File: config.mk
export PLATFORM = sky130hd
export DESIGN_NAME = cmd_decoder
export DESIGN_NICKNAME = d
export VERILOG_FILES = /design/src/rtl/cmd_decoder_pkg.sv /design/src/rtl/cmd_inj_arbiter.sv /design/src/rtl/cmd_framer.sv /design/src/rtl/cmd_fwd_delay.sv /design/src/rtl/cmd_evt_counter.sv /design/src/rtl/cmd_decoder.sv
export SDC_FILE = /design/constraint.sdc
export NUM_CORES = 1
export LEC_CHECK = 0
export ABC_AREA = 1
export ABC_CLOCK_PERIOD_IN_PS = 1750
export BUFFER_PORTS_ARGS = -buffer_cell sky130_fd_sc_hd__clkbuf_2
export CAP_MARGIN = 15
export CORE_ASPECT_RATIO = 2
export CORE_MARGIN = 10
export CORE_UTILIZATION = 54
export DETAILED_ROUTE_END_ITERATION = 6
export GPL_ROUTABILITY_DRIVEN = 0
export PLACE_DENSITY = 0.79
export SYNTH_ARGS = -nofsm -noshare
export SYNTH_HDL_FRONTEND = slang
export SYNTH_SLANG_ARGS = --single-unit
File: constraint.sdc
create_clock -name clk -period 1.75 [get_ports clk]
set_input_delay 0.525 -clock clk [delete_from_list [all_inputs] [get_ports clk]]
set_output_delay 0.525 -clock clk [all_outputs]
set_load 0.1 [all_outputs]
File: src/rtl/cmd_decoder_pkg.sv
package cmd_decoder_pkg;
    localparam int N_CMD  = 4;
    localparam int CODE_W = $clog2(N_CMD);

    typedef enum logic [CODE_W-1:0] {
        CMD_TRIG = 2'd0,
        CMD_ECR  = 2'd1,
        CMD_BCR  = 2'd2,
        CMD_GRST = 2'd3
    } cmd_kind_t;

    typedef enum logic [1:0] {
        PH_IDLE = 2'd0,
        PH_BITA = 2'd1,
        PH_BITB = 2'd2
    } phase_t;

    typedef struct packed {
        phase_t             ph;
        logic               from_inj;
        logic [CODE_W-1:0]  code;
        logic [N_CMD-1:0]   pulse;
    } framer_st_t;
endpackage

File: src/rtl/cmd_inj_arbiter.sv
module cmd_inj_arbiter
    import cmd_decoder_pkg::*;
(
    input  logic                clk,
    input  logic                rst_n,
    input  logic [N_CMD-1:0]    set_i,
    input  logic [N_CMD-1:0]    clr_i,
    input  logic                take_i,
    output logic [N_CMD-1:0]    pend_o,
    output logic                req_o,
    output logic [CODE_W-1:0]   code_o
);
    logic [N_CMD-1:0]  pend_d, pend_q;
    logic [CODE_W-1:0] pick;

    always_comb begin
        pick = '0;
        for (int i = 0; i < N_CMD; i++) begin
            if (pend_q[i]) pick = i[CODE_W-1:0];
        end
        pend_d = pend_q;
        if (take_i) pend_d[pick] = 1'b0;
        pend_d = (pend_d | set_i) & ~clr_i;
    end

    always_ff @(posedge clk or negedge rst_n) begin
        if (!rst_n) pend_q <= '0;
        else        pend_q <= pend_d;
    end

    assign pend_o = pend_q;
    assign req_o  = |pend_q;
    assign code_o = pick;
endmodule

File: src/rtl/cmd_framer.sv
module cmd_framer
    import cmd_decoder_pkg::*;
(
    input  logic                clk,
    input  logic                rst_n,
    input  logic                ext_i,
    input  logic                req_i,
    input  logic [CODE_W-1:0]   code_i,
    output logic                take_o,
    output logic                line_o,
    output logic [N_CMD-1:0]    pulse_o
);
    framer_st_t st_q, st_d;
    logic       bit_now;

    always_comb begin
        st_d       = st_q;
        st_d.pulse = '0;
        take_o     = 1'b0;
        bit_now    = 1'b0;
        unique case (st_q.ph)
            PH_IDLE: begin
                if (ext_i) begin
                    bit_now       = 1'b1;
                    st_d.ph       = PH_BITA;
                    st_d.from_inj = 1'b0;
                end else if (req_i) begin
                    bit_now       = 1'b1;
                    take_o        = 1'b1;
                    st_d.ph       = PH_BITA;
                    st_d.from_inj = 1'b1;
                    st_d.code     = code_i;
                end
            end
            PH_BITA: begin
                bit_now      = st_q.from_inj ? st_q.code[1] : ext_i;
                st_d.code[1] = bit_now;
                st_d.ph      = PH_BITB;
            end
            PH_BITB: begin
                bit_now = st_q.from_inj ? st_q.code[0] : ext_i;
                st_d.pulse[{st_q.code[1], bit_now}] = 1'b1;
                st_d.ph = PH_IDLE;
            end
            default: st_d.ph = PH_IDLE;
        endcase
        line_o = bit_now;
    end

    always_ff @(posedge clk or negedge rst_n) begin
        if (!rst_n) st_q <= '{ph: PH_IDLE, from_inj: 1'b0, code: '0, pulse: '0};
        else        st_q <= st_d;
    end

    assign pulse_o = st_q.pulse;
endmodule

File: src/rtl/cmd_fwd_delay.sv
module cmd_fwd_delay #(
    parameter int DEPTH = 4
) (
    input  logic clk,
    input  logic rst_n,
    input  logic line_i,
    output logic line_o
);
    generate
        if (DEPTH == 1) begin : g_one
            logic sh_d, sh_q;
            always_comb sh_d = line_i;
            always_ff @(posedge clk or negedge rst_n) begin
                if (!rst_n) sh_q <= 1'b0;
                else        sh_q <= sh_d;
            end
            assign line_o = sh_q;
        end else begin : g_many
            logic [DEPTH-1:0] sh_d, sh_q;
            always_comb sh_d = {sh_q[DEPTH-2:0], line_i};
            always_ff @(posedge clk or negedge rst_n) begin
                if (!rst_n) sh_q <= '0;
                else        sh_q <= sh_d;
            end
            assign line_o = sh_q[DEPTH-1];
        end
    endgenerate
endmodule

File: src/rtl/cmd_evt_counter.sv
module cmd_evt_counter #(
    parameter int W = 24
) (
    input  logic         clk,
    input  logic         rst_n,
    input  logic         inc_i,
    input  logic         clr_i,
    output logic [W-1:0] cnt_o
);
    logic [W-1:0] cnt_d, cnt_q;

    always_comb begin
        cnt_d = cnt_q;
        if (clr_i)      cnt_d = '0;
        else if (inc_i) cnt_d = cnt_q + 1'b1;
    end

    always_ff @(posedge clk or negedge rst_n) begin
        if (!rst_n) cnt_q <= '0;
        else        cnt_q <= cnt_d;
    end

    assign cnt_o = cnt_q;
endmodule

File: src/rtl/cmd_decoder.sv
module cmd_decoder
    import cmd_decoder_pkg::*;
#(
    parameter int EVT_W     = 24,
    parameter int FWD_DELAY = 4
) (
    input  logic             clk,
    input  logic             rst_n,
    input  logic             cmd_in,
    input  logic [3:0]       test_set,
    input  logic [3:0]       test_clr,
    output logic             trig_o,
    output logic             ecr_o,
    output logic             bcr_o,
    output logic             grst_o,
    output logic             fe_cmd_o,
    output logic [EVT_W-1:0] evt_cnt_o,
    output logic [3:0]       test_pend_o
);
    logic              take_w, req_w, line_w;
    logic [CODE_W-1:0] code_w;
    logic [N_CMD-1:0]  pulse_w;

    cmd_inj_arbiter u_arb (
        .clk    (clk),
        .rst_n  (rst_n),
        .set_i  (test_set),
        .clr_i  (test_clr),
        .take_i (take_w),
        .pend_o (test_pend_o),
        .req_o  (req_w),
        .code_o (code_w)
    );

    cmd_framer u_framer (
        .clk     (clk),
        .rst_n   (rst_n),
        .ext_i   (cmd_in),
        .req_i   (req_w),
        .code_i  (code_w),
        .take_o  (take_w),
        .line_o  (line_w),
        .pulse_o (pulse_w)
    );

    cmd_fwd_delay #(.DEPTH(FWD_DELAY)) u_fwd (
        .clk    (clk),
        .rst_n  (rst_n),
        .line_i (line_w),
        .line_o (fe_cmd_o)
    );

    cmd_evt_counter #(.W(EVT_W)) u_cnt (
        .clk   (clk),
        .rst_n (rst_n),
        .inc_i (pulse_w[CMD_TRIG]),
        .clr_i (pulse_w[CMD_ECR] | pulse_w[CMD_GRST]),
        .cnt_o (evt_cnt_o)
    );

    assign trig_o = pulse_w[CMD_TRIG];
    assign ecr_o  = pulse_w[CMD_ECR];
    assign bcr_o  = pulse_w[CMD_BCR];
    assign grst_o = pulse_w[CMD_GRST];
endmodule

==> flow_metrics.env, run 1 <==
export IMPL_status="completed"
export IMPL_fp_row_count=32
export IMPL_vias=1957
export IMPL_cts_sinks=41
export IMPL_cp_arrival_ns=1.08
export IMPL_area_delta_synth_final_pct=27.54
export IMPL_ir_worst_vdd_mv=1.003
export IMPL_drv_slew=0
export IMPL_power_density_nw_per_um2=1141
export IMPL_design_area_sq_um=2683
export IMPL_antenna_found_initial=0
export IMPL_cts_tree="built"
export IMPL_holdCritPathClass="input pin to async pin"
export IMPL_drt_pass1_iter_count=4
export IMPL_cts_resized=0
export IMPL_fin_hold_ws_ns=0.2719
export IMPL_final_util_pct=70.53
export IMPL_place_ws_ns=0.3372
export IMPL_setup_viol=0
export IMPL_synth_fp_nets=290
export IMPL_cp_end_kind="output pin"
export IMPL_ant_nets=0
export IMPL_rsz0062_at_grt="no"
export IMPL_synthCells=278
export IMPL_slowest_stage="clkbuf_2"
export IMPL_core_area_sq_um=3804
export IMPL_fin_crit_sh_pct=91.74
export IMPL_post_dp_cell_area_sq_um=2567
export IMPL_fp_dieH_microns=108.3
export IMPL_start_util_pct=55.30
export IMPL_cts_hold_buf=0
export IMPL_die_width_microns=64.13
export IMPL_synthXorXnorAreaFrac_pct=0
export IMPL_synthMuxAreaShare_pct=0
export IMPL_maxCapViolCount=0
export IMPL_grt_max_degree=42
export IMPL_worst_path_buf_inv=1
export IMPL_rr_endpoint="u_cnt.cnt_o[12]$_DFFE_PN0P_"
export IMPL_fmax_mhz=622.9
export IMPL_synth_compound_area_share_pct=9.875
export IMPL_yosys_warnings=0
export IMPL_min_period_ns=1.605
export IMPL_timing_rr_start="u_cnt.cnt_o[1]$_DFFE_PN0P_"
export IMPL_path_class="flip-flop to output pin"
export IMPL_cts_path_max_buffers=2
export IMPL_final_common_cell="nand2_1"
export IMPL_ys_ff_latch=41
export IMPL_r2r_cells=8
export IMPL_grt_total_usage_pct=15.67
export IMPL_clk_latency_ns=0.31
export IMPL_cts_setup_buffers=0
export IMPL_io_pins=44
export IMPL_setup_ws_ns=0.1446
export IMPL_cts_clk_slew_worst_paths_ns=0.08
export IMPL_leakage_nw=1.279
export IMPL_avgSynthCellArea_sq_um=7.566
export IMPL_synth_seq_area_share_pct=48.78
export IMPL_numCtsBuffers=5
export IMPL_hpwl_mm=4.005
export IMPL_tns_ns=0
export IMPL_drive_above_1_share_pct=27.96
export IMPL_hold_viol_final=0
export IMPL_die_area_sq_um=6943
export IMPL_wl_per_cell_microns=13.51
export IMPL_mostFrequentLayoutCells="nand2_1 (64), nor2_1 (48), inv_1 (35)"
export IMPL_cp_max_fo=1
export IMPL_grt_first_pass_wirelength_mm=8.666
export IMPL_synth_cell_types=22
export IMPL_antenna_cells=0
export IMPL_synth_fa_ha_area_share_pct=0.5949
export IMPL_htree_levels=2
export IMPL_crit_required_ns=1.22
export IMPL_clockRootBuffer="clkbuf_8"
export IMPL_grt_pass1_vias=1955
export IMPL_cpLargestDelayFamily="buffers and inverters"
export IMPL_port_buffers=43
export IMPL_critPathLaunchType="flip-flop"
export IMPL_routed_wl_mm=5.135
export IMPL_vias_per_cell=5.150
export IMPL_worstMarginPinSlew_ns=0.5453
export IMPL_syn_area_sq_um=2103
export IMPL_drt_iter0_drc=35
export IMPL_maxSlewHeadroom_pct=63.80
export IMPL_synth_simple_area_share_pct=33.25
export IMPL_timing_reg2reg_setup_slack_ns=0.33
export IMPL_drc=0
export IMPL_fin_worst_skew_ns=0.005410
export IMPL_crit_chain="clkbuf_2"
export IMPL_synth_top_family_by_area="simple AND/OR/NAND/NOR gates"
export IMPL_overflow=0
export IMPL_cpPeakStageDelay_ns=0.45
export IMPL_layout_nets=340
state kept, by name, summed over array words and instances, names as in the netlist:
register and count:
u_cnt.cnt_o 24, u_framer.st_q 5, u_arb.pend_o 4, u_fwd.g_many.sh_q 4, u_framer.pulse_o 4
cell type report:
| class | count | area [sq um] |
|---|---|---|
| fill | 324 | 1121 |
| sequential | 41 | 1051 |
| multi-input combinational | 196 | 919.6 |
| timing repair buffer | 46 | 390.4 |
| inverter | 38 | 142.6 |
| clock buffer | 5 | 68.82 |
| tap | 51 | 63.81 |
| clock inverter | 3 | 46.29 |
cells by family (layout without fill, tap and decap cells):
| kind of cell | Yosys count | count (layout) |
|---|---|---|
| simple gates | 156 | 156 |
| flops | 41 | 41 |
| buf+inv | 41 | 92 |
| compound gates | 39 | 39 |
| fa+ha+maj | 1 | 1 |
synth_stat cells (all sizes together):
cell type / number / area [sq um]
inv: 37 / 138.9
nor3: 6 / 35.03
nor2: 58 / 267.8
dfrtp: 41 / 1026
o21bai: 2 / 15.01
clkinv: 1 / 3.750
o21a: 1 / 7.510
a21oi: 21 / 105.1
nand2: 68 / 265.3
nand3: 20 / 105.1
o31ai: 2 / 15.01
o21ai: 13 / 65.06
ha: 1 / 12.51
nand3b: 1 / 7.510
nand4: 3 / 18.77
buf: 3 / 15.01
worst max-delay path by stage:
stage / startpoint / cells after the start / slack [ns] / to
detailed placement: u_cnt.cnt_o[1]$_DFFE_PN0P_ / 8 / 0.34 / u_cnt.cnt_o[10]$_DFFE_PN0P_
finish: u_fwd.g_many.sh_q[3]$_DFF_PN0_ / 1 / 0.14 / fe_cmd_o
global placement: u_cnt.cnt_o[1]$_DFFE_PN0P_ / 8 / 0.38 / u_cnt.cnt_o[12]$_DFFE_PN0P_
global route: u_fwd.g_many.sh_q[3]$_DFF_PN0_ / 1 / 0.11 / fe_cmd_o
floorplan: u_cnt.cnt_o[1]$_DFFE_PN0P_ / 8 / 0.003 / u_cnt.cnt_o[12]$_DFFE_PN0P_
CTS: u_framer.pulse_o[2]$_DFF_PN0_ / 1 / 0.13 / bcr_o
routing by layer:
metal	part of all wire, %	up-vias	global-route usage, %
li1	-	978	-
met1	35	915	13.38
met2	56	52	28.83
met3	6.6	12	6.114
met4	2.8	0	10.46
met5	0	-	0
through the flow:
step,cells,total power [mW]
2_1_floorplan,278,2.000
5_1_grt,380,3.226
4_1_cts,380,3.087
6_report,380,3.060
3_5_place_dp,372,2.310
3_3_place_gp,372,2.288
report_power, final:
part	internal, mW	switching (mW)	total [mW]
Sequential	1.10	0.114	1.22
Combinational	0.251	0.816	1.07
Clock	0.427	0.349	0.776
Total	1.78	1.28	3.06
Power figures use the tool's default switching activity.
==> inputs of run 2 (changes only) <==
--- a/config.mk
+++ b/config.mk
@@ -6,7 +6,7 @@
 export NUM_CORES = 1
 export LEC_CHECK = 0
 export ABC_AREA = 1
-export ABC_CLOCK_PERIOD_IN_PS = 1750
+export ABC_CLOCK_PERIOD_IN_PS = 1500
 export BUFFER_PORTS_ARGS = -buffer_cell sky130_fd_sc_hd__clkbuf_2
 export CAP_MARGIN = 15
 export CORE_ASPECT_RATIO = 2
==> constraint.sdc (replaced) <==
create_clock -name clk -period 1.5 [get_ports clk]
set_input_delay 0.45 -clock clk [delete_from_list [all_inputs] [get_ports clk]]
set_output_delay 0.45 -clock clk [all_outputs]
set_load 0.1 [all_outputs]
==> run 2 against run 1 <==
  * The run now ends with DRC left
  * Sequential power up 20%
  * Cell count up 2.1%
  * Critical path depth up 6
  * Largest cell class unchanged
  * Largest power group is now combinational logic
  * Highest routed layer unchanged
==> flow_metrics.env, run 2 (same netlist as run 1, synthesis figures left out) <==
export IMPL_maxCapViolCount=0
export IMPL_cp_arrival_ns=1.66
export IMPL_numCtsBuffers=5
export IMPL_status="finished, violations left"
export IMPL_cpLargestDelayFamily="simple AND/OR/NAND/NOR gates"
export IMPL_routed_wl_mm=6.623
export IMPL_grt_max_degree=42
export IMPL_mostFrequentLayoutCells="nand2_1 (60), nor2_1 (44), inv_1 (35)"
export IMPL_hold_viol_final=0
export IMPL_intPower_mw=2.134
export IMPL_cts_sinks=41
export IMPL_timing_rr_start="u_cnt.cnt_o[1]$_DFFE_PN0P_"
export IMPL_r2r_cells=7
export IMPL_tns_ns=0
export IMPL_cts_hold_buf=0
export IMPL_drt_iter0_drc=132
export IMPL_p_sw_share_pct=43.06
export IMPL_path_common_cell="nor2_4"
export IMPL_start_util_pct=55.30
export IMPL_slowest_stage="dfrtp_4"
export IMPL_largest_reg_flops=24
export IMPL_antenna_found_initial=0
export IMPL_p_seq_share_pct=39.2
export IMPL_crit_required_ns=1.68
export IMPL_cts_tree="built"
export IMPL_hpwl_mm=4.695
export IMPL_finalPower_mw=3.747
export IMPL_fp_row_count=32
export IMPL_cp_end_kind="flip-flop"
export IMPL_clockRootBuffer="clkbuf_8"
export IMPL_fin_crit_sh_pct=98.32
export IMPL_drt_pass1_iter_count=6
export IMPL_critPathLaunchType="flip-flop"
export IMPL_rsz0062_at_grt="yes"
export IMPL_fmax_mhz=678.1
export IMPL_cts_path_max_buffers=2
export IMPL_htree_levels=2
export IMPL_leakage_nw=1.395
export IMPL_port_buffers=43
export IMPL_antenna_cells=0
export IMPL_fin_hold_ws_ns=0.1206
export IMPL_core_area_sq_um=3804
export IMPL_die_width_microns=64.13
export IMPL_timing_reg2reg_setup_slack_ns=0.03
export IMPL_combPwrFrac_pct=41.3
export IMPL_grt_pass1_vias=2211
export IMPL_drive_above_1_share_pct=35.61
export IMPL_place_ws_ns=0.06891
export IMPL_fp_dieH_microns=108.3
export IMPL_crit_chain="nand3_2 -> nor2_4 -> nand2_2 -> nor2_4 -> nand3_1 -> nand2_1 -> nor2_1"
export IMPL_worstMarginPinSlew_ns=0.2986
export IMPL_ant_nets=0
export IMPL_violations="DRC"
export IMPL_grt_total_usage_pct=18.47
export IMPL_rr_endpoint="u_cnt.cnt_o[23]$_DFFE_PN0P_"
export IMPL_min_period_ns=1.475
export IMPL_grt_first_pass_wirelength_mm=10.21
export IMPL_worst_path_buf_inv=0
export IMPL_io_pins=44
export IMPL_final_util_pct=83.62
export IMPL_wl_per_cell_microns=17.07
export IMPL_final_common_cell="nand2_1"
export IMPL_ir_worst_vdd_mv=1.077
export IMPL_cpPeakStageDelay_ns=0.48
export IMPL_cp_max_fo=6
export IMPL_area_delta_synth_final_pct=51.22
export IMPL_holdCritPathClass="input pin to async pin"
export IMPL_path_class="flip-flop to flip-flop"
export IMPL_clk_latency_ns=0.30
export IMPL_setup_viol=0
export IMPL_overflow=0
export IMPL_cts_clk_slew_worst_paths_ns=0.09
export IMPL_setup_ws_ns=0.02524
export IMPL_power_density_nw_per_um2=1178
export IMPL_fin_worst_skew_ns=0.007732
export IMPL_clockPowerShare_pct=19.5
export IMPL_drc=1
export IMPL_drv_slew=0
export IMPL_die_area_sq_um=6943
export IMPL_p_sw_mw=1.613
export IMPL_vias_per_cell=5.515
export IMPL_vias=2140
export IMPL_maxSlewHeadroom_pct=79.88
export IMPL_layout_nets=348
run 2: worst max path at each step:
| stage | from | depth (start not counted) | endpoint |
|---|---|---|---|
| 6_report | u_cnt.cnt_o[1]$_DFFE_PN0P_ | 7 | u_cnt.cnt_o[23]$_DFFE_PN0P_ |
| 5_1_grt | u_cnt.cnt_o[1]$_DFFE_PN0P_ | 8 | u_cnt.cnt_o[21]$_DFFE_PN0P_ |
| 4_1_cts | u_framer.pulse_o[0]$_DFF_PN0_ | 2 | trig_o |
| 3_5_place_dp | u_framer.pulse_o[3]$_DFF_PN0_ | 7 | u_cnt.cnt_o[17]$_DFFE_PN0P_ |
| 3_3_place_gp | u_cnt.cnt_o[1]$_DFFE_PN0P_ | 9 | u_cnt.cnt_o[12]$_DFFE_PN0P_ |
| 2_1_floorplan | u_cnt.cnt_o[1]$_DFFE_PN0P_ | 8 | u_cnt.cnt_o[12]$_DFFE_PN0P_ |
run 2: metrics by stage:
step / std cells / area [sq um]
floorplan: 278 / 2183
global placement: 375 / 3000
detailed placement: 375 / 3000
CTS: 384 / 3097
global route: 388 / 3181
finish: 388 / 3181
run 2: power by group through the flow:
stage	logic, mW	registers, mW	clock network [mW]
6_report	1.55	1.47	0.731
4_1_cts	1.49	1.46	0.727
3_3_place_gp	1.42	1.49	0
5_1_grt	1.64	1.49	0.780
2_1_floorplan	0.417	1.95	0
3_5_place_dp	1.45	1.50	0
run 2: routing by layer:
| layer | vias up | GRT usage [%] | routed length (microns) |
|---|---|---|---|
| met5 | - | 0 | 0 |
| met4 | 0 | 11.54 | 312 |
| met2 | 113 | 36.12 | 3825 |
| met1 | 999 | 15.51 | 2072 |
| li1 | 995 | - | - |
| met3 | 33 | 5.078 | 412 |
run 2: worst reg2reg max path, stage by stage (launching register included):
cell and delay, ns:
dfrtp_4 0.48, nand3_2 0.15, nor2_4 0.20, nand2_2 0.10
nor2_4 0.18, nand3_1 0.12, nand2_1 0.09, nor2_1 0.04
run 2: what timing repair did:
| action | in CTS | in global routing |
|---|---|---|
| buffers inserted | 1 | 4 |
| cloned | 0 | 0 |
| resized for setup | 1 | 14 |
| setup endpoints to repair | 2 | 8 |
| pin swaps | 0 | 7 |
run 2: final cells by class:
cell class | count | area [sq um]
clock buffer | 5 | 68.82
multi-input combinational | 196 | 984.7
tap | 51 | 63.81
fill | 203 | 623.1
clock inverter | 3 | 17.52
timing repair buffer | 54 | 809.5
sequential | 41 | 1094
inverter | 38 | 142.6
==> inputs of run 3 (changes only) <==
--- a/config.mk
+++ b/config.mk
@@ -5,16 +5,16 @@
 export SDC_FILE = /design/constraint.sdc
 export NUM_CORES = 1
 export LEC_CHECK = 0
-export ABC_AREA = 1
 export ABC_CLOCK_PERIOD_IN_PS = 1500
 export BUFFER_PORTS_ARGS = -buffer_cell sky130_fd_sc_hd__clkbuf_2
 export CAP_MARGIN = 15
 export CORE_ASPECT_RATIO = 2
 export CORE_MARGIN = 10
-export CORE_UTILIZATION = 54
+export CORE_UTILIZATION = 53
 export DETAILED_ROUTE_END_ITERATION = 6
 export GPL_ROUTABILITY_DRIVEN = 0
-export PLACE_DENSITY = 0.79
+export PLACE_DENSITY = 0.78
 export SYNTH_ARGS = -nofsm -noshare
 export SYNTH_HDL_FRONTEND = slang
+export SYNTH_HIERARCHICAL = 1
 export SYNTH_SLANG_ARGS = --single-unit
==> run 3 against run 2 <==
  * The run now fails in clock tree synthesis (4_1_cts)
  * Synthesized area down 7.3%
  * Synthesized cell count is 31% lower
==> flow_metrics.env, run 3 <==
export IMPL_status="aborted with a tool error"
export IMPL_lastStage="clock tree synthesis (4_1_cts)"
export IMPL_error="[ERROR DPL-0038] Utilization greater than 100%, impossible to legalize"
export IMPL_yosysTopAreaCell="dfrtp_1"
export IMPL_synth_common_cells="dfrtp_1 (41), nor2_1 (23), a21oi_1 (14), inv_1 (11), o21ai_0 (9)"
export IMPL_cts_sinks=41
export IMPL_cts_setup_buffers=22
export IMPL_die_width_microns=62.89
export IMPL_yosys_warnings=6
export IMPL_start_util_pct=54.63
export IMPL_synth_cell_types=38
export IMPL_fp_dieH_microns=105.8
export IMPL_io_pins=44
export IMPL_cts_resized=52
export IMPL_clockRootBuffer="clkbuf_8"
export IMPL_hpwl_mm=5.013
export IMPL_async_reset_ff_share_pct=100.0
export IMPL_avgSynthCellArea_sq_um=10.15
export IMPL_synthMuxAreaShare_pct=2.311
export IMPL_syn_area_sq_um=1949
export IMPL_yosysTopAreaCellShare_pct=52.63
export IMPL_ys_ff_latch=41
export IMPL_synth_seq_area_share_pct=52.63
export IMPL_cts_path_max_buffers=2
export IMPL_cts_hold_buf=0
export IMPL_htree_levels=2
export IMPL_synth_compound_area_share_pct=11.04
export IMPL_numCtsBuffers=5
export IMPL_synthCells=192
export IMPL_synth_top_family_by_area="simple AND/OR/NAND/NOR gates"
export IMPL_synth_top_flop_cell="dfrtp_1"
export IMPL_synth_most_common_cell="dfrtp_1"
export IMPL_synth_fp_nets=204
export IMPL_synth_simple_area_share_pct=22.46
export IMPL_dpl_cell_count=326
export IMPL_yosys_top_cells_area="dfrtp_1 (53%), nor2_1 (4.4%), a21oi_1 (3.6%)"
export IMPL_synthXorXnorAreaFrac_pct=5.841
export IMPL_port_buffers=43
export IMPL_synth_fa_ha_area_share_pct=0.6418
export IMPL_fp_row_count=31
export IMPL_synth_edf_count=0
-- run 3: kinds of logic after synthesis --
family | count (synthesis)
adder cells (fa/ha/maj) | 1
buffers and inverters | 20
AND/OR/NAND/NOR | 79
flip-flops | 41
multiplexers | 4
XOR/XNOR | 13
AO/OA/AOI/OAI | 34
-- run 3: per-stage QoR --
step           setup TNS (ns)  instance area (sq um)  worst slack [ns]  hold slack (ns)  util (%)
2_1_floorplan          -5.784                   2110           -0.4403           0.1544         -
3_3_place_gp           -2.526                   3181           -0.2149           0.3323     89.13
3_5_place_dp           -4.651                   3181           -0.3528           0.3412     89.13
==> inputs of run 4 (changes only) <==
--- a/config.mk
+++ b/config.mk
@@ -8,12 +8,11 @@
 export ABC_CLOCK_PERIOD_IN_PS = 1500
 export BUFFER_PORTS_ARGS = -buffer_cell sky130_fd_sc_hd__clkbuf_2
 export CAP_MARGIN = 15
-export CORE_ASPECT_RATIO = 2
 export CORE_MARGIN = 10
-export CORE_UTILIZATION = 53
+export CORE_UTILIZATION = 40
 export DETAILED_ROUTE_END_ITERATION = 6
 export GPL_ROUTABILITY_DRIVEN = 0
-export PLACE_DENSITY = 0.78
+export PLACE_DENSITY_LB_ADDON = 0.15
 export SYNTH_ARGS = -nofsm -noshare
 export SYNTH_HDL_FRONTEND = slang
 export SYNTH_HIERARCHICAL = 1
==> run 4 against run 3 <==
  * The flow now finishes, with violations (setup timing)
  * Synthesized area unchanged
  * Synthesized cell count unchanged
==> flow_metrics.env, run 4 <==
export IMPL_drive_above_1_share_pct=61.41
export IMPL_area_delta_synth_final_pct=92.04
export IMPL_clk_latency_ns=0.29
export IMPL_post_dp_cell_area_sq_um=3218
export IMPL_violations="setup timing"
export IMPL_die_width_microns=89.81
export IMPL_hold_viol_final=0
export IMPL_start_util_pct=41.27
export IMPL_io_pins=44
export IMPL_ant_nets=0
export IMPL_grt_max_degree=42
export IMPL_yosysTopAreaCellShare_pct=52.63
export IMPL_cts_path_max_buffers=2
export IMPL_finalPower_mw=3.945
export IMPL_avgSynthCellArea_sq_um=10.15
export IMPL_drt_pass1_iter_count=4
export IMPL_cts_hold_buf=0
export IMPL_cp_end_kind="flip-flop"
export IMPL_clockRootBuffer="clkbuf_8"
export IMPL_fp_row_count=25
export IMPL_wl_per_cell_microns=15.37
export IMPL_synth_fp_nets=204
export IMPL_synth_top_flop_cell="dfrtp_1"
export IMPL_synth_edf_count=0
export IMPL_mostFrequentLayoutCells="buf_4 (52), buf_12 (34), buf_6 (24)"
export IMPL_synth_cell_types=38
export IMPL_drt_iter0_drc=83
export IMPL_maxCapViolCount=0
export IMPL_overflow=0
export IMPL_synth_most_common_cell="dfrtp_1"
export IMPL_worstMarginPinSlew_ns=0.3671
export IMPL_power_density_nw_per_um2=1054
export IMPL_p_sw_mw=1.454
export IMPL_cp_max_fo=4
export IMPL_maxSlewHeadroom_pct=75.30
export IMPL_layout_nets=322
export IMPL_fmax_mhz=571.9
export IMPL_ir_worst_vdd_mv=0.8884
export IMPL_crit_required_ns=1.72
export IMPL_drc=0
export IMPL_ys_ff_latch=41
export IMPL_hpwl_mm=3.891
export IMPL_intPower_mw=2.491
export IMPL_grt_pass1_vias=1962
export IMPL_status="finished, violations left"
export IMPL_clockPowerShare_pct=23.6
export IMPL_antenna_found_initial=0
export IMPL_critPathLaunchType="flip-flop"
export IMPL_port_buffers=43
export IMPL_setup_ws_ns=-0.2485
export IMPL_largest_reg_flops=24
export IMPL_fin_crit_sh_pct=116.6
export IMPL_min_period_ns=1.749
export IMPL_die_area_sq_um=8066
export IMPL_synth_common_cells="dfrtp_1 (41), nor2_1 (23), a21oi_1 (14), inv_1 (11), o21ai_0 (9)"
export IMPL_grt_first_pass_wirelength_mm=9.432
export IMPL_antenna_cells=0
export IMPL_core_area_sq_um=4723
export IMPL_vias_per_cell=4.960
export IMPL_cp_arrival_ns=1.97
export IMPL_yosys_top_cells_area="dfrtp_1 (53%), nor2_1 (4.4%), a21oi_1 (3.6%)"
export IMPL_yosys_warnings=6
export IMPL_async_reset_ff_share_pct=100.0
export IMPL_p_sw_share_pct=36.86
export IMPL_p_seq_share_pct=36.3
export IMPL_cts_sinks=41
export IMPL_combPwrFrac_pct=40.1
export IMPL_syn_area_sq_um=1949
export IMPL_holdCritPathClass="input pin to async pin"
export IMPL_leakage_nw=1.661
export IMPL_final_common_cell="buf_4"
export IMPL_fin_worst_skew_ns=0.003448
export IMPL_synth_seq_area_share_pct=52.63
export IMPL_rsz0062_at_grt="yes"
export IMPL_numCtsBuffers=5
export IMPL_synthCells=192
export IMPL_fin_cells=378
export IMPL_yosysTopAreaCell="dfrtp_1"
export IMPL_cts_clk_slew_worst_paths_ns=0.08
export IMPL_dpl_cell_count=346
export IMPL_fp_dieH_microns=89.81
export IMPL_setup_viol=41
export IMPL_path_class="flip-flop to flip-flop"
export IMPL_design_area_sq_um=3744
export IMPL_vias=1875
export IMPL_htree_levels=2
export IMPL_tns_ns=-3.773
export IMPL_cts_tree="built"
export IMPL_drv_slew=0
export IMPL_routed_wl_mm=5.811
export IMPL_grt_total_usage_pct=14.01
run 4: metrics by stage:
| step | setup WS (ns) | util [%] | hold slack, ns |
|---|---|---|---|
| after floorplan | -0.4403 | - | 0.1544 |
| after global placement | -0.1892 | 68.13 | 0.3350 |
| after detailed placement | -0.2503 | 68.13 | 0.3373 |
| after CTS | -0.2604 | 75.36 | 0.1198 |
| after global routing | -0.2940 | 79.26 | 0.1249 |
| final | -0.2485 | 79.26 | 0.1124 |
run 4: path summary, 6_finish.rpt:
check | start | to | slack (ns) | cells after the start
min in group clk | test_clr[3] | u_arb/pend_o[3]$_DFF_PN0_ | 0.28 | 2
max in group asynchronous | rst_n | u_cnt/cnt_o[15]$_DFFE_PN0P_ | 1.15 | 2
setup / recovery | u_cnt/cnt_o[0]$_DFFE_PN0P_ | u_cnt/cnt_o[16]$_DFFE_PN0P_ | -0.25 | 6
setup reg to reg | u_cnt/cnt_o[0]$_DFFE_PN0P_ | u_cnt/cnt_o[16]$_DFFE_PN0P_ | -0.25 | 6
hold / removal | rst_n | u_cnt/cnt_o[5]$_DFFE_PN0P_ | 0.11 | 2
hold reg to reg | u_fwd/g_many.sh_q[1]$_DFF_PN0_ | u_fwd/g_many.sh_q[2]$_DFF_PN0_ | 0.35 | 0
run 4: kinds of logic (layout without fill, tap and decap cells):
logic type	count (synthesis)	count (layout)	synth area share, %
flops	41	41	52.63
fa+ha+maj	1	1	0.6417
mux	4	4	2.310
buf+inv	20	139	5.070
compound gates	34	34	11.04
simple gates	79	79	22.47
xor+xnor	13	13	5.841
run 4: critical path, stage by stage (launching register included):
cell and delay, ns:
dfrtp_4 0.45, ha_4 0.14, and4_4 0.20, nand4_1 0.20
buf_4 0.23, or3_4 0.32, a21oi_2 0.14
run 4: layout make-up:
class / instances / area [sq um]
repair buffers: 120 / 1391
flip-flops and latches: 41 / 1104
multi-input cells: 131 / 1003
fillers: 282 / 979.7
well taps: 67 / 83.83
clock buffers: 6 / 82.58
inverters: 11 / 41.29
clock inverters: 2 / 37.54
run 4: timing repair:
item,4_1_cts,5_1_grt
gates resized for setup,29,23
buffers inserted,13,12
pin swaps,4,22
endpoints found under the setup margin,40,44
run 4: power by group through the flow:
stage / combinational, mW / clock (mW) / sequential (mW)
4_1_cts: 1.49 / 0.958 / 1.43
5_1_grt: 1.66 / 0.996 / 1.46
3_5_place_dp: 1.41 / 0 / 1.45
3_3_place_gp: 1.40 / 0 / 1.45
6_report: 1.58 / 0.931 / 1.43
2_1_floorplan: 0.611 / 0 / 1.75
run 4: metal layers:
layer  wire length (microns)  GRT usage [%]  vias to the layer above
met5                       0              0                        -
met4                     112          6.199                        0
met3                     220          3.990                        9
met2                    3002          23.37                       43
met1                    2476          16.29                      915
li1                        -              -                      908
